## src/rtl/nvm_csum_pkg.sv

```systemverilog
`timescale 1ns/1ps
// Shared types for the checksum sequencer.
package nvm_csum_pkg;
    typedef enum logic [1:0] {
        SEQ_IDLE  = 2'd0,
        SEQ_READ  = 2'd1,
        SEQ_WRITE = 2'd2
    } seq_state_t;
endpackage

```

## src/rtl/nvm_csum_acc.sv

```systemverilog
`timescale 1ns/1ps
// Wrapping sum register.
// Holds the running modulo-2^DATA_W sum of the words read so far.
// Assumes clr and add_en are never raised together by the controller.
module nvm_csum_acc #(
    parameter int DATA_W = 16
) (
    input  logic              clk,
    input  logic              rst_n,
    input  logic              clr,
    input  logic              add_en,
    input  logic [DATA_W-1:0] addend,
    output logic [DATA_W-1:0] sum_q,
    output logic [DATA_W-1:0] sum_nx
);
    // Next sum if the current addend is taken; the carry is dropped.
    assign sum_nx = sum_q + addend;

    // Register update: clear at operation start, accumulate on each read.
    always_ff @(posedge clk) begin
        if (!rst_n)      sum_q <= '0;
        else if (clr)    sum_q <= '0;
        else if (add_en) sum_q <= sum_nx;
    end


    acc_clear_chk: assert property (@(posedge clk) disable iff (!rst_n)
        clr |=> (sum_q == '0));
endmodule

```

## src/rtl/nvm_csum_idx.sv

```systemverilog
`timescale 1ns/1ps
// Word index counter.
// Steps through word indices and flags when the current index equals limit.
// Assumes limit is held stable during an operation.
module nvm_csum_idx #(
    parameter int ADDR_W = 8
) (
    input  logic              clk,
    input  logic              rst_n,
    input  logic              clr,
    input  logic              inc,
    input  logic [ADDR_W-1:0] limit,
    output logic [ADDR_W-1:0] idx,
    output logic              at_limit
);
    // Comparison against the last index of the current read pass.
    assign at_limit = (idx == limit);

    // Index register: cleared on operation start, advanced per accepted read.
    always_ff @(posedge clk) begin
        if (!rst_n)   idx <= '0;
        else if (clr) idx <= '0;
        else if (inc) idx <= idx + 1'b1;
    end


    idx_step_chk: assert property (@(posedge clk) disable iff (!rst_n)
        (inc && !clr) |=> (idx == $past(idx) + 1'b1));
endmodule

```

## src/rtl/nvm_csum_ctrl.sv

```systemverilog
`timescale 1ns/1ps
// Operation sequencer.
// Accepts start when idle, runs the read pass and the optional write of the
// checksum slot, and produces done/pass/fail_err.
// Assumes the port returns exactly one mem_ack per request.
module nvm_csum_ctrl
    import nvm_csum_pkg::*;
#(
    parameter int          DATA_W   = 16,
    parameter int unsigned CSUM_IDX = 63,
    parameter logic [DATA_W-1:0] TARGET = 16'hBABA
) (
    input  logic              clk,
    input  logic              rst_n,
    input  logic              start,
    input  logic              op_refresh,
    input  logic              mem_ack,
    input  logic              mem_err,
    input  logic              last_word,
    input  logic [DATA_W-1:0] sum_nx,
    output logic              acc_clr,
    output logic              acc_add,
    output logic              idx_clr,
    output logic              idx_inc,
    output logic              mode_q,
    output logic              in_read,
    output logic              in_write,
    output logic              busy,
    output logic              done,
    output logic              pass,
    output logic              fail_err
);
    // With the checksum slot at index 0, a refresh has nothing to read.
    localparam bit NO_READ_REFRESH = (CSUM_IDX == 0);

    seq_state_t state_q;
    logic       accept;

    assign accept   = start && (state_q == SEQ_IDLE);
    assign in_read  = (state_q == SEQ_READ);
    assign in_write = (state_q == SEQ_WRITE);
    assign busy     = (state_q != SEQ_IDLE);

    // Datapath strobes for the accumulator and the index counter.
    always_comb begin
        acc_clr = accept;
        idx_clr = accept;
        acc_add = in_read && mem_ack && !mem_err;
        idx_inc = in_read && mem_ack && !mem_err && !last_word;
    end

    // State, mode latch and result flags.
    always_ff @(posedge clk) begin
        if (!rst_n) begin
            state_q  <= SEQ_IDLE;
            mode_q   <= 1'b0;
            done     <= 1'b0;
            pass     <= 1'b0;
            fail_err <= 1'b0;
        end else begin
            done <= 1'b0;
            unique case (state_q)
                SEQ_IDLE: begin
                    if (start) begin
                        mode_q   <= op_refresh;
                        pass     <= 1'b0;
                        fail_err <= 1'b0;
                        state_q  <= (op_refresh && NO_READ_REFRESH) ? SEQ_WRITE : SEQ_READ;
                    end
                end
                SEQ_READ: begin
                    if (mem_ack) begin
                        if (mem_err) begin
                            state_q  <= SEQ_IDLE;
                            done     <= 1'b1;
                            fail_err <= 1'b1;
                            pass     <= 1'b0;
                        end else if (last_word) begin
                            if (mode_q) begin
                                state_q <= SEQ_WRITE;
                            end else begin
                                state_q <= SEQ_IDLE;
                                done    <= 1'b1;
                                pass    <= (sum_nx == TARGET);
                            end
                        end
                    end
                end
                SEQ_WRITE: begin
                    if (mem_ack) begin
                        state_q  <= SEQ_IDLE;
                        done     <= 1'b1;
                        fail_err <= mem_err;
                        pass     <= !mem_err;
                    end
                end
                default: state_q <= SEQ_IDLE;
            endcase
        end
    end


    done_pulse_chk: assert property (@(posedge clk) disable iff (!rst_n)
        done |=> !done);

    done_idle_chk: assert property (@(posedge clk) disable iff (!rst_n)
        done |-> !busy);

    mode_hold_chk: assert property (@(posedge clk) disable iff (!rst_n)
        (busy && start) |=> (mode_q == $past(mode_q)));

    err_excl_chk: assert property (@(posedge clk) disable iff (!rst_n)
        fail_err |-> !pass);
endmodule

```

## src/rtl/nvm_csum_seq.sv

```systemverilog
`timescale 1ns/1ps
// Checksum sequencer top.
// Validates or refreshes the checksum slot of a word memory through a
// request/acknowledge port. Assumes mem_rdata and mem_err are valid with mem_ack.
module nvm_csum_seq #(
    parameter int          ADDR_W   = 8,
    parameter int          DATA_W   = 16,
    parameter int unsigned CSUM_IDX = 63,
    parameter logic [DATA_W-1:0] TARGET = 16'hBABA
) (
    input  logic              clk,
    input  logic              rst_n,
    input  logic              start,
    input  logic              op_refresh,
    output logic              busy,
    output logic              done,
    output logic              pass,
    output logic              fail_err,
    output logic              mem_req,
    output logic              mem_wr,
    output logic [ADDR_W-1:0] mem_addr,
    output logic [DATA_W-1:0] mem_wdata,
    input  logic              mem_ack,
    input  logic [DATA_W-1:0] mem_rdata,
    input  logic              mem_err
);
    localparam logic [ADDR_W-1:0] SLOT_A = ADDR_W'(CSUM_IDX);
    localparam logic [ADDR_W-1:0] LAST_REFRESH_A =
        (CSUM_IDX == 0) ? '0 : ADDR_W'(CSUM_IDX - 1);

    logic              acc_clr, acc_add, idx_clr, idx_inc;
    logic              mode_q, in_read, in_write, last_word;
    logic [ADDR_W-1:0] idx, limit;
    logic [DATA_W-1:0] sum_q, sum_nx;

    // The read pass ends one word earlier for a refresh.
    assign limit = mode_q ? LAST_REFRESH_A : SLOT_A;

    nvm_csum_acc #(.DATA_W(DATA_W)) u_acc (
        .clk(clk), .rst_n(rst_n), .clr(acc_clr), .add_en(acc_add),
        .addend(mem_rdata), .sum_q(sum_q), .sum_nx(sum_nx)
    );

    nvm_csum_idx #(.ADDR_W(ADDR_W)) u_idx (
        .clk(clk), .rst_n(rst_n), .clr(idx_clr), .inc(idx_inc),
        .limit(limit), .idx(idx), .at_limit(last_word)
    );

    nvm_csum_ctrl #(.DATA_W(DATA_W), .CSUM_IDX(CSUM_IDX), .TARGET(TARGET)) u_ctrl (
        .clk(clk), .rst_n(rst_n), .start(start), .op_refresh(op_refresh),
        .mem_ack(mem_ack), .mem_err(mem_err), .last_word(last_word),
        .sum_nx(sum_nx), .acc_clr(acc_clr), .acc_add(acc_add),
        .idx_clr(idx_clr), .idx_inc(idx_inc), .mode_q(mode_q),
        .in_read(in_read), .in_write(in_write), .busy(busy), .done(done),
        .pass(pass), .fail_err(fail_err)
    );

    // Port drive: the address is the counter during reads and the slot during the write.
    always_comb begin
        mem_req   = in_read || in_write;
        mem_wr    = in_write;
        mem_addr  = in_write ? SLOT_A : idx;
        mem_wdata = TARGET - sum_q;
    end


    req_hold_chk: assert property (@(posedge clk) disable iff (!rst_n)
        (mem_req && !mem_ack) |=> (mem_req && $stable(mem_wr) &&
                                   $stable(mem_addr) && $stable(mem_wdata)));

    write_slot_chk: assert property (@(posedge clk) disable iff (!rst_n)
        (mem_req && mem_wr) |-> (mem_addr == SLOT_A));

    addr_range_chk: assert property (@(posedge clk) disable iff (!rst_n)
        mem_req |-> (mem_addr <= SLOT_A));

    err_stop_chk: assert property (@(posedge clk) disable iff (!rst_n)
        (mem_req && mem_ack && mem_err) |=> (!mem_req && done && fail_err));
endmodule

```

## config.mk

```make
export PLATFORM = sky130hd
export DESIGN_NAME = nvm_csum_seq
export DESIGN_NICKNAME = d
export VERILOG_FILES = /design/src/rtl/nvm_csum_pkg.sv /design/src/rtl/nvm_csum_acc.sv /design/src/rtl/nvm_csum_idx.sv /design/src/rtl/nvm_csum_ctrl.sv /design/src/rtl/nvm_csum_seq.sv
export SDC_FILE = /design/constraint.sdc
export NUM_CORES = 1
export LEC_CHECK = 0
export BUFFER_PORTS_ARGS = -buffer_cell sky130_fd_sc_hd__buf_2
export CAP_MARGIN = 20
export CORE_UTILIZATION = 40
export CTS_CLUSTER_SIZE = 10
export DETAILED_ROUTE_END_ITERATION = 10
export PLACE_DENSITY_LB_ADDON = 0.25
export SKIP_CTS_REPAIR_TIMING = 1
export SLEW_MARGIN = 20
export SYNTH_ARGS = -nofsm -noshare
export SYNTH_HDL_FRONTEND = slang
export SYNTH_SLANG_ARGS = --single-unit
```

## constraint.sdc

```tcl
create_clock -name clk -period 7.27 [get_ports clk]
set_input_delay 0 -clock clk [delete_from_list [all_inputs] [get_ports clk]]
set_output_delay 0 -clock clk [all_outputs]
set_load 0.05 [all_outputs]
```

Word level (Yosys, flattened, before mapping):

Cells that the tools add are included.
W data, S select, Z words.

* add/subtract/negate cells: 3
* equality and inequality tests: 10
* muxes and demuxes: 26
* bitwise logic cells: 1
* reductions and logical operators: 15

Operators with widths (count)
* $add A16 B16 Y16: 1
* $eq A16 B16 Y1 const B: 1
* $sub A16 B16 Y16 const A: 1
* $mux W1: 15
* $mux W2: 6
* $add A8 B1 Y8 const B: 1
* $eq A8 B6 Y1: 1
* $mux W8: 1
* $ne A2 B2 Y1 const B: 4
* $pmux W1 S3: 2
* $pmux W2 S3: 1
* $reduce_and A6 Y1: 1
* $reduce_and A5 Y1: 1
* $logic_and A1 B1 Y1: 4
* $reduce_and A4 Y1: 1
* $ne A3 B2 Y1 const B: 1
* $ne A3 B3 Y1 const B: 1
* $reduce_bool A3 Y1: 1
* $eq A2 B1 Y1 const B: 1
* $eq A2 B2 Y1 const B: 1
* $logic_not A1 Y1: 2
* $logic_not A2 Y1: 1
* $pmux W1 S2: 1
* $reduce_and A2 Y1: 1
* 4 further kinds: 4

* register bits: 30
* bits of input ports: 22
* output and inout port bits: 30
* word-level logic and storage cells: 62

Depth between registers and ports, before layout:

Gate-level depths: netlist (run 1).

* depth after elaboration: 7
* gate-level depth with buffers: 10
* gate-level depth less buffers: 9

Hierarchy:

From an unflattened synthesis (run 1), not the netlist that was laid out.

* cells, all modules: 319
* area, all modules: 2702.6 µm²

By module, submodules not included
* nvm_csum_acc: instances 1, cells each 160, area an instance 1425.1 µm², sequential area each 320.3 µm²
* nvm_csum_ctrl: instances 1, cells each 52, area an instance 457.9 µm², sequential area each 120.1 µm²
* nvm_csum_idx: instances 1, cells each 50, area an instance 434.2 µm², sequential area each 160.2 µm²
* nvm_csum_seq: instances 1, cells each 57, area an instance 385.4 µm², sequential area each 0.0 µm²

Worst setup path after synthesis (run 1):

Ideal clock, no wire load.

* path kind: register to register
* start: register u_acc.sum_q[0]
* end: register u_ctrl.pass
* setup time: 0.084 ns
* data arrival time: 2.462 ns
* required time: 7.186 ns
* path slack: 4.724 ns
* cell stages (with the launch flop): 10
* path buffers: 0
* clock period less this slack: 2.546 ns
* path through: dfxtp_1 ha_1 fa_1 a21oi_1 o22a_1 a211o_1 o311a_1 o311ai_0 or4b_1 o31ai_2

* longest elaborated chain between the ends: 7

Ends and longest elaborated chain
* from (decl): RTL line nvm_csum_acc.sv:13 `output logic [DATA_W-1:0] sum_q,`
* from (signal assigned): RTL line nvm_csum_acc.sv:23 `else if (add_en) sum_q <= sum_nx;`
* $add A16 B16 Y16: RTL line nvm_csum_acc.sv:17 `assign sum_nx = sum_q + addend;`
* $eq A16 B16 Y1: RTL line nvm_csum_ctrl.sv:84 `pass <= (sum_nx == TARGET);`
* $mux W1: RTL line nvm_csum_ctrl.sv:79 `if (mode_q) begin`
* $mux W1: RTL line nvm_csum_ctrl.sv:78 `end else if (last_word) begin`
* $mux W1: RTL line nvm_csum_ctrl.sv:73 `if (mem_err) begin`
* $mux W1: RTL line nvm_csum_ctrl.sv:72 `if (mem_ack) begin`
* $pmux W1 S3: RTL line nvm_csum_ctrl.sv:62 `unique case (state_q)`
* to (signal assigned): RTL line nvm_csum_ctrl.sv:84
* to (signal assigned): RTL line nvm_csum_ctrl.sv:94 `pass <= !mem_err;`
* to (decl): RTL line nvm_csum_ctrl.sv:30 `output logic pass,`

Every way passes these cells. The select of a mux whose other input is x is not followed.
A chain may end at the register's enable or synchronous reset.

Worst setup path after layout (run 1):

Same ends and word-level chain as after synthesis.

==> results.rst, run 1 <==
.. list-table::
   :header-rows: 1

   * - Metric
     - Value
   * - Data required, critical path
     - 7.48 ns
   * - Worst hold start
     - mem_ack
   * - Die Footprint
     - between 6000 and 7000 µm²
   * - Crit path time final
     - around 2.7 ns
   * - Synth cell count leaders
     - nor2_1 (40), nand2_1 (35), dfxtp_1 (30)
   * - Pin count of the biggest net entering global routing
     - 25
   * - Minimum setup slack among reg-to-reg paths
     - 4.53 ns
   * - Cell depth of the worst flop-to-flop path
     - 9
   * - Avg Synthesized Cell Area
     - 7.851 µm²
   * - Standard cell with the maximum stage delay on the critical path
     - or4b_1
   * - CTS tree
     - built
   * - Standby leakage power
     - 1.241 nW
   * - Starting Density
     - 41.79%
   * - Post-synth EDFFs
     - 0
   * - Standard-cell rows
     - 28
   * - Number of global-route vias before repair
     - about 2200
   * - Number of non-filler instances in the completed layout
     - between 400 and 500
   * - Height of the chip
     - 80.88 µm
   * - Instance count after placement with tap cells included
     - roughly 430
   * - Share of cells above drive strength 1
     - roughly 22%
   * - Capture point of the worst reg-to-reg path
     - u_ctrl.pass$_SDFFE_PN0P_
   * - Core Util, Final
     - 48.47%
   * - Clock-pin slew of the registers on the worst-case setup and hold paths
     - 0.07 ns
   * - DRT iter0 DRCs
     - 95
   * - Placed instance area
     - 2781 µm²
   * - Core region area
     - roughly 6000 µm²
   * - Syn Inst Count
     - 317
   * - First-pass GRT wire length
     - 10390 µm
   * - ANT cells
     - 0
   * - Reg2reg start
     - u_acc.sum_q[0]$_SDFFE_PP0P_
   * - Cell variety after synth
     - 58
   * - Worst hold-check path type
     - input pin to register
   * - Flop pwr share
     - 28.8%
   * - Total number of vias
     - 2343
   * - Number of max-slew violations in the final report
     - 0
   * - Share of synthesized registers carrying an async set or reset
     - 0%
   * - Area share of the largest cell type after synthesis
     - between 20% and 30%
   * - Layout overhead on the synthesized area
     - 15.99%
   * - Gpl congestion
     - a little under 0.9
   * - Part of the total power dissipated in combinational logic
     - around 50%
   * - Average routed wire per standard cell
     - 14.01 µm
   * - Most repeated cell in the gate-level netlist after synthesis
     - nor2_1
   * - Level count of the clock H-tree
     - 2
   * - Setup repair after global routing missed its margin
     - no
   * - Max cap viols
     - 0
   * - Kind of capture point of the worst setup path
     - register
   * - Share of power burned in the clock network
     - ~22%
   * - Data arrival, critical path
     - around 3.0 ns
   * - Post-route DRC violation count
     - 0
   * - Antenna violations before repair
     - 0
   * - Vias per cell
     - 5.325
   * - Number of search-and-repair iterations in the first detailed-routing pass
     - 4
   * - Cell area after layout
     - 2887 µm²
   * - Setup-violating endpoint count in the final report
     - 0
   * - Maximum ir drop on the vdd rail
     - 0.0001324 V
   * - Element type at the critical path start
     - register
   * - Root buffer cell
     - clkbuf_8
   * - Destination of the worst hold path
     - u_ctrl.done$_SDFF_PN0_
   * - Cell type with the highest aggregate area in the netlist
     - dfxtp_1
   * - Number of warnings issued by yosys
     - 0
   * - Cell Chain, Critical Path
     - ha_1, fa_1, a21oi_1, o22a_1, a211o_1, o311a_1, o311ai_0, or4b_1, o31ai_2
   * - Synthesized flop and latch total
     - 30
   * - Critical path peak fanout
     - 5
   * - Largest buffer count on any clock path
     - 2
   * - Dominant register cell in the synthesized netlist
     - dfxtp_1
   * - Width of the chip
     - 80.88 µm
   * - Final-stage net count
     - 408
   * - Num ports
     - 52
   * - Switching Share
     - between 40 and 50%
   * - Port bufs
     - 51
   * - Fmax
     - between 0.3 and 0.4 GHz
   * - Fin Setup TNS
     - 0 ns
   * - Hold Slack
     - -0.001162 ns
   * - Share of the cycle needed by the critical path after routing
     - 37.70%
   * - Detail Placement HPWL
     - 4725 µm
   * - Violations in the final reports
     - hold timing
   * - GRT Total Usage
     - 20.61%
   * - Total routed wirelength
     - between 6000 and 7000 µm
   * - Power per Cell Area
     - around 230 nW/µm²
   * - Transition at the pin with the smallest max-transition slack
     - ~0.86 ns
   * - Grt total ovfl
     - 0
   * - Post-synthesis sequential area ratio
     - roughly 24%
   * - Skew-Pair Late Insertion Delay
     - 0.29 ns
   * - Worst hold path stage count
     - 2
   * - Internal Dissipation
     - ~0.00035 W
   * - Routed Antenna Nets
     - 0
   * - Net count of the mapped netlist
     - 361
   * - Setup clock skew after layout
     - 0.005802 ns
   * - Net switching power
     - 0.0003126 W
   * - Hold Violations, Final
     - 1
   * - Result of the run
     - finished, violations left
   * - TritonCTS Sinks
     - 30
   * - Combined area of all synthesized cells
     - 2489 µm²
   * - Critical path class
     - register to register
   * - Clock buffer count from CTS
     - 5
   * - Slowest stage delay, CP
     - around 0.54 ns
   * - Rel. slew slack
     - 42.20%
   * - Ranking of synthesized cells by area
     - dfxtp_1 (24%), ha_1 (11%), xor2_1 (6.7%)
[worst max-delay path: cells and delay by family, from the launching register on]
family                     cells  cell delay [ns]
DFF                            1             0.34
and+or+nand+nor                1             0.54
AOI/OAI and AO/OA              6             1.10
adders and majority gates      2             0.68
[through the flow]
stage          power [W]  setup WS, ns  hold WS (ns)
2_1_floorplan  0.0004513         4.724        0.1523
3_3_place_gp   0.0005157         4.622        0.2850
5_1_grt        0.0007059         4.358      0.004757
3_5_place_dp   0.0005176         4.531        0.2891
6_report       0.0006599         4.529     -0.001162
4_1_cts        0.0006651         4.512      -0.02612
[cells by family (layout without fill, tap and decap cells)]
family | count (synthesis) | count (layout) | synth area share [%]
AO/OA/AOI/OAI | 82 | 82 | 24.03
XOR/XNOR | 28 | 28 | 9.854
multiplexers | 3 | 3 | 1.257
flip-flops | 30 | 30 | 24.13
adder cells (fa/ha/maj) | 22 | 22 | 11.36
buffers and inverters | 21 | 69 | 3.620
AND/OR/NAND/NOR | 131 | 131 | 25.74
[sequential cells by signal (all words and copies together), names as in the netlist]
register,flops
u_acc.sum_q,16
u_ctrl.mode_q,1
u_idx.idx,8
u_ctrl.done,1
u_ctrl.pass,1
u_ctrl.state_q,2
u_ctrl.fail_err,1
[layer usage]
layer | up-vias | global-route usage, % | routed length, µm
li1 | 1218 | - | -
met3 | 8 | 3.708 | 253
met5 | - | 0 | 0
met1 | 1066 | 27.46 | 3029
met4 | 0 | 8.393 | 97
met2 | 51 | 32.61 | 2784
[power groups by stage]
stage          Clock [W]  Sequential, W  Combinational [W]
2_1_floorplan          0       0.000194           0.000257
5_1_grt         0.000158       0.000192           0.000356
4_1_cts         0.000151       0.000190           0.000324
6_report        0.000146       0.000190           0.000323
3_5_place_dp           0       0.000194           0.000324
3_3_place_gp           0       0.000193           0.000322
[cells in the final DEF, fill, tap and decap left out, drive strengths merged, types with 10 or more instances in the layout]
cell,Yosys,final
o21ai,15,15
or2,10,10
xor2,19,19
nor2,40,40
dfxtp,30,30
ha,21,21
nand2,35,35
buf,2,51
a21oi,23,23
[cell type report]
class | count | area [µm²]
Clock buffer | 6 | 82.58
Clock inverter | 2 | 12.51
Sequential cell | 30 | 600.6
Fill cell | 631 | 3069
Tap cell | 75 | 93.84
Multi-Input combinational cell | 266 | 1798
Inverter | 9 | 33.78
Timing Repair Buffer | 52 | 265.3
[how the worst max path moves through the flow]
stage                                 from                        to  cells past startpoint
2_1_floorplan  u_acc.sum_q[0]$_SDFFE_PP0P_  u_ctrl.pass$_SDFFE_PN0P_                      9
3_3_place_gp   u_acc.sum_q[0]$_SDFFE_PP0P_  u_ctrl.pass$_SDFFE_PN0P_                      9
3_5_place_dp   u_acc.sum_q[0]$_SDFFE_PP0P_  u_ctrl.pass$_SDFFE_PN0P_                      9
4_1_cts        u_acc.sum_q[0]$_SDFFE_PP0P_  u_ctrl.pass$_SDFFE_PN0P_                      9
5_1_grt        u_acc.sum_q[0]$_SDFFE_PP0P_  u_ctrl.pass$_SDFFE_PN0P_                      9
6_report       u_acc.sum_q[0]$_SDFFE_PP0P_  u_ctrl.pass$_SDFFE_PN0P_                      9
No activity file was read; power rests on OpenSTA's default activity.
==> run 2, diff against run 1 <==
- clock period: 7.27 -> 2.43 ns (I/O delays scaled with it)
==> run 2 against run 1 <==
  * The flow finishes with violations (hold timing, setup timing)
  * Clock-buffer cell count did not move
  * Flip-flop and latch count did not move
  * Clock power rose to 3.7 times the previous value
  * Clock skew barely moved
  * Cell area rose by 15%
  * Utilization rose by 7.0 points
  * Fmax rose by 8.7%
==> results.rst, run 2 (synthesis results as in run 1) <==
.. list-table::
   :header-rows: 1

   * - Metric
     - Value
   * - ANT cells
     - 0
   * - Level count of the clock H-tree
     - 2
   * - Max cap viols
     - 0
   * - Total number of vias
     - 2545
   * - Share of the cycle needed by the critical path after routing
     - 103.7%
   * - Starting Density
     - 41.79%
   * - Clock-pin slew of the registers on the worst-case setup and hold paths
     - 0.07 ns
   * - Data arrival, critical path
     - 2.73 ns
   * - Cell area after layout
     - 3306 µm²
   * - Post-route DRC violation count
     - 0
   * - Share of power burned in the clock network
     - 24.1%
   * - Grt total ovfl
     - 0
   * - Average routed wire per standard cell
     - 14.44 µm
   * - Largest register by flop count
     - u_acc.sum_q
   * - Standard cell with the maximum stage delay on the critical path
     - or4b_4
   * - Total routed wirelength
     - 6872 µm
   * - Slowest stage delay, CP
     - 0.53 ns
   * - Net switching power
     - 0.0009811 W
   * - Setup clock skew after layout
     - 0.005934 ns
   * - Number of search-and-repair iterations in the first detailed-routing pass
     - 4
   * - Vias per cell
     - 5.347
   * - Height of the chip
     - 80.88 µm
   * - Port bufs
     - 51
   * - Gate family responsible for the most delay along the worst path
     - compound AO/OA/AOI/OAI gates
   * - Number of buffers and inverters on the critical path
     - 0
   * - Number of global-route vias before repair
     - 2406
   * - Standard-cell rows
     - 28
   * - Crit path time final
     - approximately 2.5 ns
   * - Antenna violations before repair
     - 0
   * - Registers with the most flip-flops
     - u_acc.sum_q (16), u_idx.idx (8), u_ctrl.state_q (2)
   * - Max FFs per register
     - 16
   * - Instance count after placement with tap cells included
     - 467
   * - CTS tree
     - built
   * - Rel. slew slack
     - about 66%
   * - Reg2reg start
     - u_acc.sum_q[0]$_SDFFE_PP0P_
   * - DRT iter0 DRCs
     - between 100 and 150
   * - Worst hold-check path type
     - input pin to register
   * - Largest buffer count on any clock path
     - 2
   * - Layout overhead on the synthesized area
     - 32.83%
   * - Gpl congestion
     - between 0.9 and 1
   * - Internal Dissipation
     - 0.001237 W
   * - Final worst-path setup slack
     - -0.09058 ns
   * - Hold Slack
     - -0.008417 ns
   * - Final-stage net count
     - 445
   * - Placed instance area
     - 3093 µm²
   * - Critical path class
     - register to register
   * - Hold Violations, Final
     - 1
   * - Most common cell after layout, fill and taps aside
     - buf_2
   * - Setup repair after global routing missed its margin
     - yes
   * - Maximum ir drop on the vdd rail
     - 0.0004117 V
   * - Setup-violating endpoint count in the final report
     - 1
   * - GRT Total Usage
     - 22.31%
   * - Cell depth of the worst flop-to-flop path
     - 9
   * - Worst hold start
     - op_refresh
   * - Number of non-filler instances in the completed layout
     - 476
   * - Power per Cell Area
     - 670.9 nW/µm²
   * - Core region area
     - 5956 µm²
   * - Flop pwr share
     - 25.2%
   * - Number of max-slew violations in the final report
     - 0
   * - Switching Share
     - 44.24%
   * - Standby leakage power
     - ~1.4 nW
   * - Root buffer cell
     - clkbuf_8
   * - Instance count on the critical path
     - 9
   * - Element type at the critical path start
     - register
   * - Worst setup path startpoint
     - u_acc.sum_q[0]$_SDFFE_PP0P_
   * - Detail Placement HPWL
     - 5423 µm
   * - Critical path peak fanout
     - 3
   * - # fillers
     - between 500 and 600
   * - Fmax
     - 0.3967 GHz
   * - Width of the chip
     - 80.88 µm
   * - Clock buffer count from CTS
     - 5
   * - Num ports
     - 52
   * - Violations in the final reports
     - hold timing, setup timing
   * - Data required, critical path
     - between 2 and 3 ns
   * - Pin count of the biggest net entering global routing
     - 19
   * - Minimum setup slack among reg-to-reg paths
     - -0.09 ns
   * - TritonCTS Sinks
     - 30
   * - Result of the run
     - finished, violations left
   * - First-pass GRT wire length
     - roughly 11000 µm
   * - Capture point of the worst reg-to-reg path
     - u_ctrl.pass$_SDFFE_PN0P_
   * - Part of the total power dissipated in combinational logic
     - 50.7%
   * - Cell Chain, Critical Path
     - ha_4, fa_2, a21oi_4, o22a_1, a211o_1, o311a_1, o311ai_1, or4b_4, o31ai_2
   * - Kind of capture point of the worst setup path
     - register
   * - Destination of the worst hold path
     - u_ctrl.mode_q$_SDFFE_PN0P_
   * - Die Footprint
     - 6541 µm²
   * - Routed Antenna Nets
     - 0
   * - Transition at the pin with the smallest max-transition slack
     - 0.5126 ns
   * - Share of cells above drive strength 1
     - 34.41%
   * - Skew-Pair Late Insertion Delay
     - 0.29 ns
   * - Leading cell types in the layout, fill and taps excluded
     - buf_2 (49), nor2_1 (40), buf_4 (38)
   * - Worst hold path stage count
     - 3
## run 2: cell count changes in the layout (fill, tap and decap cells not counted), moves of 4 or more
cell	previous run	this run
buf_4	0	38
dfxtp_1	30	26
ha_1	21	17
ha_4	0	4
## run 2: power groups by stage
stage                     logic [W]  registers, W  clock network, W
after floorplan            0.000784      0.000583                 0
after global routing        0.00121      0.000566          0.000572
after detailed placement    0.00109      0.000572                 0
after global placement      0.00109      0.000570                 0
final                       0.00112      0.000560          0.000534
after CTS                   0.00110      0.000561          0.000547
## run 2: how the worst max path moves through the flow
stage	to	slack, ns
2_1_floorplan	u_ctrl.pass$_SDFFE_PN0P_	0.01
5_1_grt	u_ctrl.pass$_SDFFE_PN0P_	-0.13
6_report	u_ctrl.pass$_SDFFE_PN0P_	-0.09
3_3_place_gp	u_ctrl.pass$_SDFFE_PN0P_	-0.07
3_5_place_dp	u_ctrl.pass$_SDFFE_PN0P_	-0.11
4_1_cts	u_ctrl.pass$_SDFFE_PN0P_	-0.13
## run 2: worst min-delay path, stage by stage
cell	delay (ns)
buf_2	0.09
nand3_1	0.06
a21boi_0	0.07
## run 2: through the flow
step / setup slack (ns) / TNS [ns] / total power, W / util [%]
2_1_floorplan: 0.01285 / 0 / 0.001368 / -
3_3_place_gp: -0.06995 / -0.06995 / 0.001655 / 51.93
3_5_place_dp: -0.1076 / -0.1076 / 0.001663 / 51.93
4_1_cts: -0.1255 / -0.1255 / 0.002203 / 53.82
5_1_grt: -0.1275 / -0.2239 / 0.002349 / 55.50
6_report: -0.09058 / -0.09058 / 0.002218 / 55.50
## run 2: final cells by class
| cell class | count | area, µm² | share of cell area [%] |
|---|---|---|---|
| Clock buffer | 6 | 82.58 | 2.498 |
| Clock inverter | 1 | 30.03 | 0.9084 |
| Inverter | 9 | 37.54 | 1.136 |
| Multi-Input combinational cell | 266 | 1908 | 57.72 |
| Sequential cell | 30 | 608.1 | 18.40 |
| Tap cell | 75 | 93.84 | 2.839 |
| Timing Repair Buffer | 89 | 545.5 | 16.50 |
## run 2: layer usage
metal  up-vias  global-route usage (%)  share of wire [%]
li1       1305                       -                  -
met1      1171                   27.72                 46
met2        57                   37.98                 48
met3        12                   4.831                3.9
met4         0                   7.321                2.0
met5         -                       0                  0
==> run 3, diff against run 2 <==
==> constraint.sdc (replaced) <==
create_clock -name clk -period 2.43 [get_ports clk]
set_input_delay 0.1215 -clock clk [delete_from_list [all_inputs] [get_ports clk]]
set_output_delay 0.1215 -clock clk [all_outputs]
set_load 0.05 [all_outputs]
==> run 3 against run 2 <==
  * The flow finishes with violations (setup timing)
  * Register-to-register slack gained 0.02 ns
  * Die area did not move
  * Clock power shrank 17%
  * Flip-flop and latch count unchanged
  * First-iteration DRC count decreased by 22%
  * Cell area fell by 0.61%
  * Cell count increased by 0.42%
  * Sequential share of layout area hardly changed
  * Setup slack better by 0.025 ns
  * Critical path type unchanged
  * Highest routed layer unchanged
==> results.rst, run 3 (synthesis results as in run 1) <==
.. list-table::
   :header-rows: 1

   * - Metric
     - Value
   * - Result of the run
     - finished, violations left
   * - Violations in the final reports
     - setup timing
   * - Port bufs
     - 51
   * - Fmax
     - 0.4007 GHz
   * - Core region area
     - 5956 µm²
   * - Maximum ir drop on the vdd rail
     - 0.0003947 V
   * - Final worst-path setup slack
     - -0.06572 ns
   * - Data arrival, critical path
     - ~2.7 ns
   * - CTS tree
     - built
   * - Level count of the clock H-tree
     - 2
   * - Largest buffer count on any clock path
     - 2
   * - Detail Placement HPWL
     - a little over 5000 µm
   * - Final-stage net count
     - 446
   * - ANT cells
     - 0
   * - Gpl congestion
     - between 0.9 and 1
   * - Max FFs per register
     - 16
   * - Clock-pin slew of the registers on the worst-case setup and hold paths
     - around 0.07 ns
   * - Met1 WL
     - 3221 µm
   * - Critical path peak fanout
     - 3
   * - Sum of met2 wire segment lengths after detailed routing
     - 3126 µm
   * - Kind of capture point of the worst setup path
     - register
   * - Most common cell after layout, fill and taps aside
     - buf_2
   * - Switching Share
     - 46.55%
   * - Routed Antenna Nets
     - 0
   * - Flop pwr share
     - 26.5%
   * - Share of cells above drive strength 1
     - about a third
   * - Part of the total power dissipated in combinational logic
     - 52.5%
   * - Crit path time final
     - 2.496 ns
   * - Registers with the most flip-flops
     - u_acc.sum_q (16), u_idx.idx (8), u_ctrl.state_q (2)
   * - Number of max-slew violations in the final report
     - 0
   * - Hold Violations, Final
     - 0
   * - Height of the chip
     - around 80 µm
   * - TritonCTS Sinks
     - 30
   * - Standard-cell rows
     - 28
   * - Element type at the critical path start
     - register
   * - Vias per cell
     - 5.322
   * - Power per Cell Area
     - 643.5 nW/µm²
   * - Post-route DRC violation count
     - 0
   * - Post-layout total power
     - 0.002114 W
   * - Antenna violations before repair
     - 0
   * - Setup clock skew after layout
     - about 0.0035 ns
   * - Standard cell with the maximum stage delay on the critical path
     - or4b_4
   * - Share of power burned in the clock network
     - 21.0%
   * - Setup repair after global routing missed its margin
     - yes
   * - Number of buffers and inverters on the critical path
     - 0
   * - Transition at the pin with the smallest max-transition slack
     - 0.7146 ns
   * - First-pass GRT wire length
     - 10760 µm
   * - Number of global-route vias before repair
     - around 2300
   * - Gate family responsible for the most delay along the worst path
     - compound AO/OA/AOI/OAI gates
   * - Largest register by flop count
     - u_acc.sum_q
   * - Internal Dissipation
     - between 0.001 and 0.0015 W
   * - Layout overhead on the synthesized area
     - 32.03%
   * - Cell Chain, Critical Path
     - ha_2, fa_2, a21oi_4, o22a_1, a211o_1, o311a_1, o311ai_1, or4b_4, o31ai_2
   * - Clock buffer count from CTS
     - 5
   * - Average routed wire per standard cell
     - 13.95 µm
   * - Width of the chip
     - 80.88 µm
   * - Standby leakage power
     - around 1.4 nW
   * - Grt total ovfl
     - 0
   * - Net switching power
     - 0.0009842 W
   * - Skew-Pair Late Insertion Delay
     - 0.29 ns
   * - Rel. slew slack
     - a little over half
   * - Total number of vias
     - 2544
   * - DRT iter0 DRCs
     - 84
   * - Root buffer cell
     - clkbuf_8
   * - Setup-violating endpoint count in the final report
     - 1
   * - Pin count of the biggest net entering global routing
     - 19
   * - Num ports
     - between 50 and 60
   * - Max cap viols
     - 0
   * - GRT Total Usage
     - a little over a fifth
   * - Highest signal layer in the routed design
     - met4
   * - Starting Density
     - 41.79%
   * - Met3 wire len
     - 245 µm
   * - Slowest stage delay, CP
     - 0.53 ns
   * - Data required, critical path
     - approximately 2.7 ns
   * - Leading cell types in the layout, fill and taps excluded
     - buf_2 (48), buf_4 (41), nor2_1 (38)
   * - Fin Setup TNS
     - -0.06572 ns
   * - Worst hold-check path type
     - input pin to register
   * - Critical path class
     - register to register
   * - Core Util, Final
     - 55.17%
   * - Number of search-and-repair iterations in the first detailed-routing pass
     - 4
   * - Total routed wirelength
     - about 6700 µm
   * - Share of the cycle needed by the critical path after routing
     - 102.7%
   * - Die Footprint
     - 6541 µm²
run 3: changes by cell type in the layout (fill, tap and decap cells not counted), sizes merged:
cell / previous run / this run
buf: 87 / 89
clkinvlp: 1 / 2
clkbuf: 8 / 7
clkinv: 0 / 1
bufinv: 1 / 0
run 3: area by class of cell:
type                    count  area, µm²
clock inverters             2      12.51
fillers                   556       2670
inverters                   9      37.54
multi-input cells         266       1899
repair buffers             90      555.5
flip-flops and latches     30      604.3
well taps                  75      93.84
clock buffers               6      82.58
run 3: metrics by stage:
stage,hold slack [ns],cells,instance area [µm²],setup WS [ns]
detailed placement,0.4209,469,3108,-0.09019
finish,0.09787,478,3286,-0.06572
floorplan,0.2738,317,2532,0.01285
global placement,0.4182,469,3108,-0.06836
global route,0.1299,478,3286,-0.2488
CTS,0.1075,477,3203,-0.1328
run 3: worst reg2reg max path, stage by stage, from the launching register on:
cell and delay (ns):
dfxtp_1 0.32, ha_2 0.19, fa_2 0.39, a21oi_4 0.16
o22a_1 0.19, a211o_1 0.13, o311a_1 0.19, o311ai_1 0.11
or4b_4 0.53, o31ai_2 0.21
run 3: layer usage:
metal  GRT usage [%]  vias up
li1                -     1309
met5               0        -
met1           28.62     1176
met3           4.157        8
met4           6.071        0
met2           34.79       51
run 3: power by group through the flow:
| stage | clock network [W] | registers (W) | logic (W) |
|---|---|---|---|
| global placement | 0 | 0.000570 | 0.00108 |
| global route | 0.000471 | 0.000565 | 0.00121 |
| floorplan | 0 | 0.000583 | 0.000784 |
| detailed placement | 0 | 0.000571 | 0.00109 |
| CTS | 0.000455 | 0.000560 | 0.00109 |
| finish | 0.000445 | 0.000560 | 0.00111 |
run 3: final timing paths:
check | depth (start not counted) | startpoint | slack (ns) | end
setup / recovery | 9 | u_acc.sum_q[0]$_SDFFE_PP0P_ | -0.07 | u_ctrl.pass$_SDFFE_PN0P_
hold / removal | 3 | op_refresh | 0.1 | u_ctrl.mode_q$_SDFFE_PN0P_
setup reg to reg | 9 | u_acc.sum_q[0]$_SDFFE_PP0P_ | -0.07 | u_ctrl.pass$_SDFFE_PN0P_
hold reg to reg | 2 | u_ctrl.fail_err$_SDFFE_PN0P_ | 0.49 | u_ctrl.fail_err$_SDFFE_PN0P_
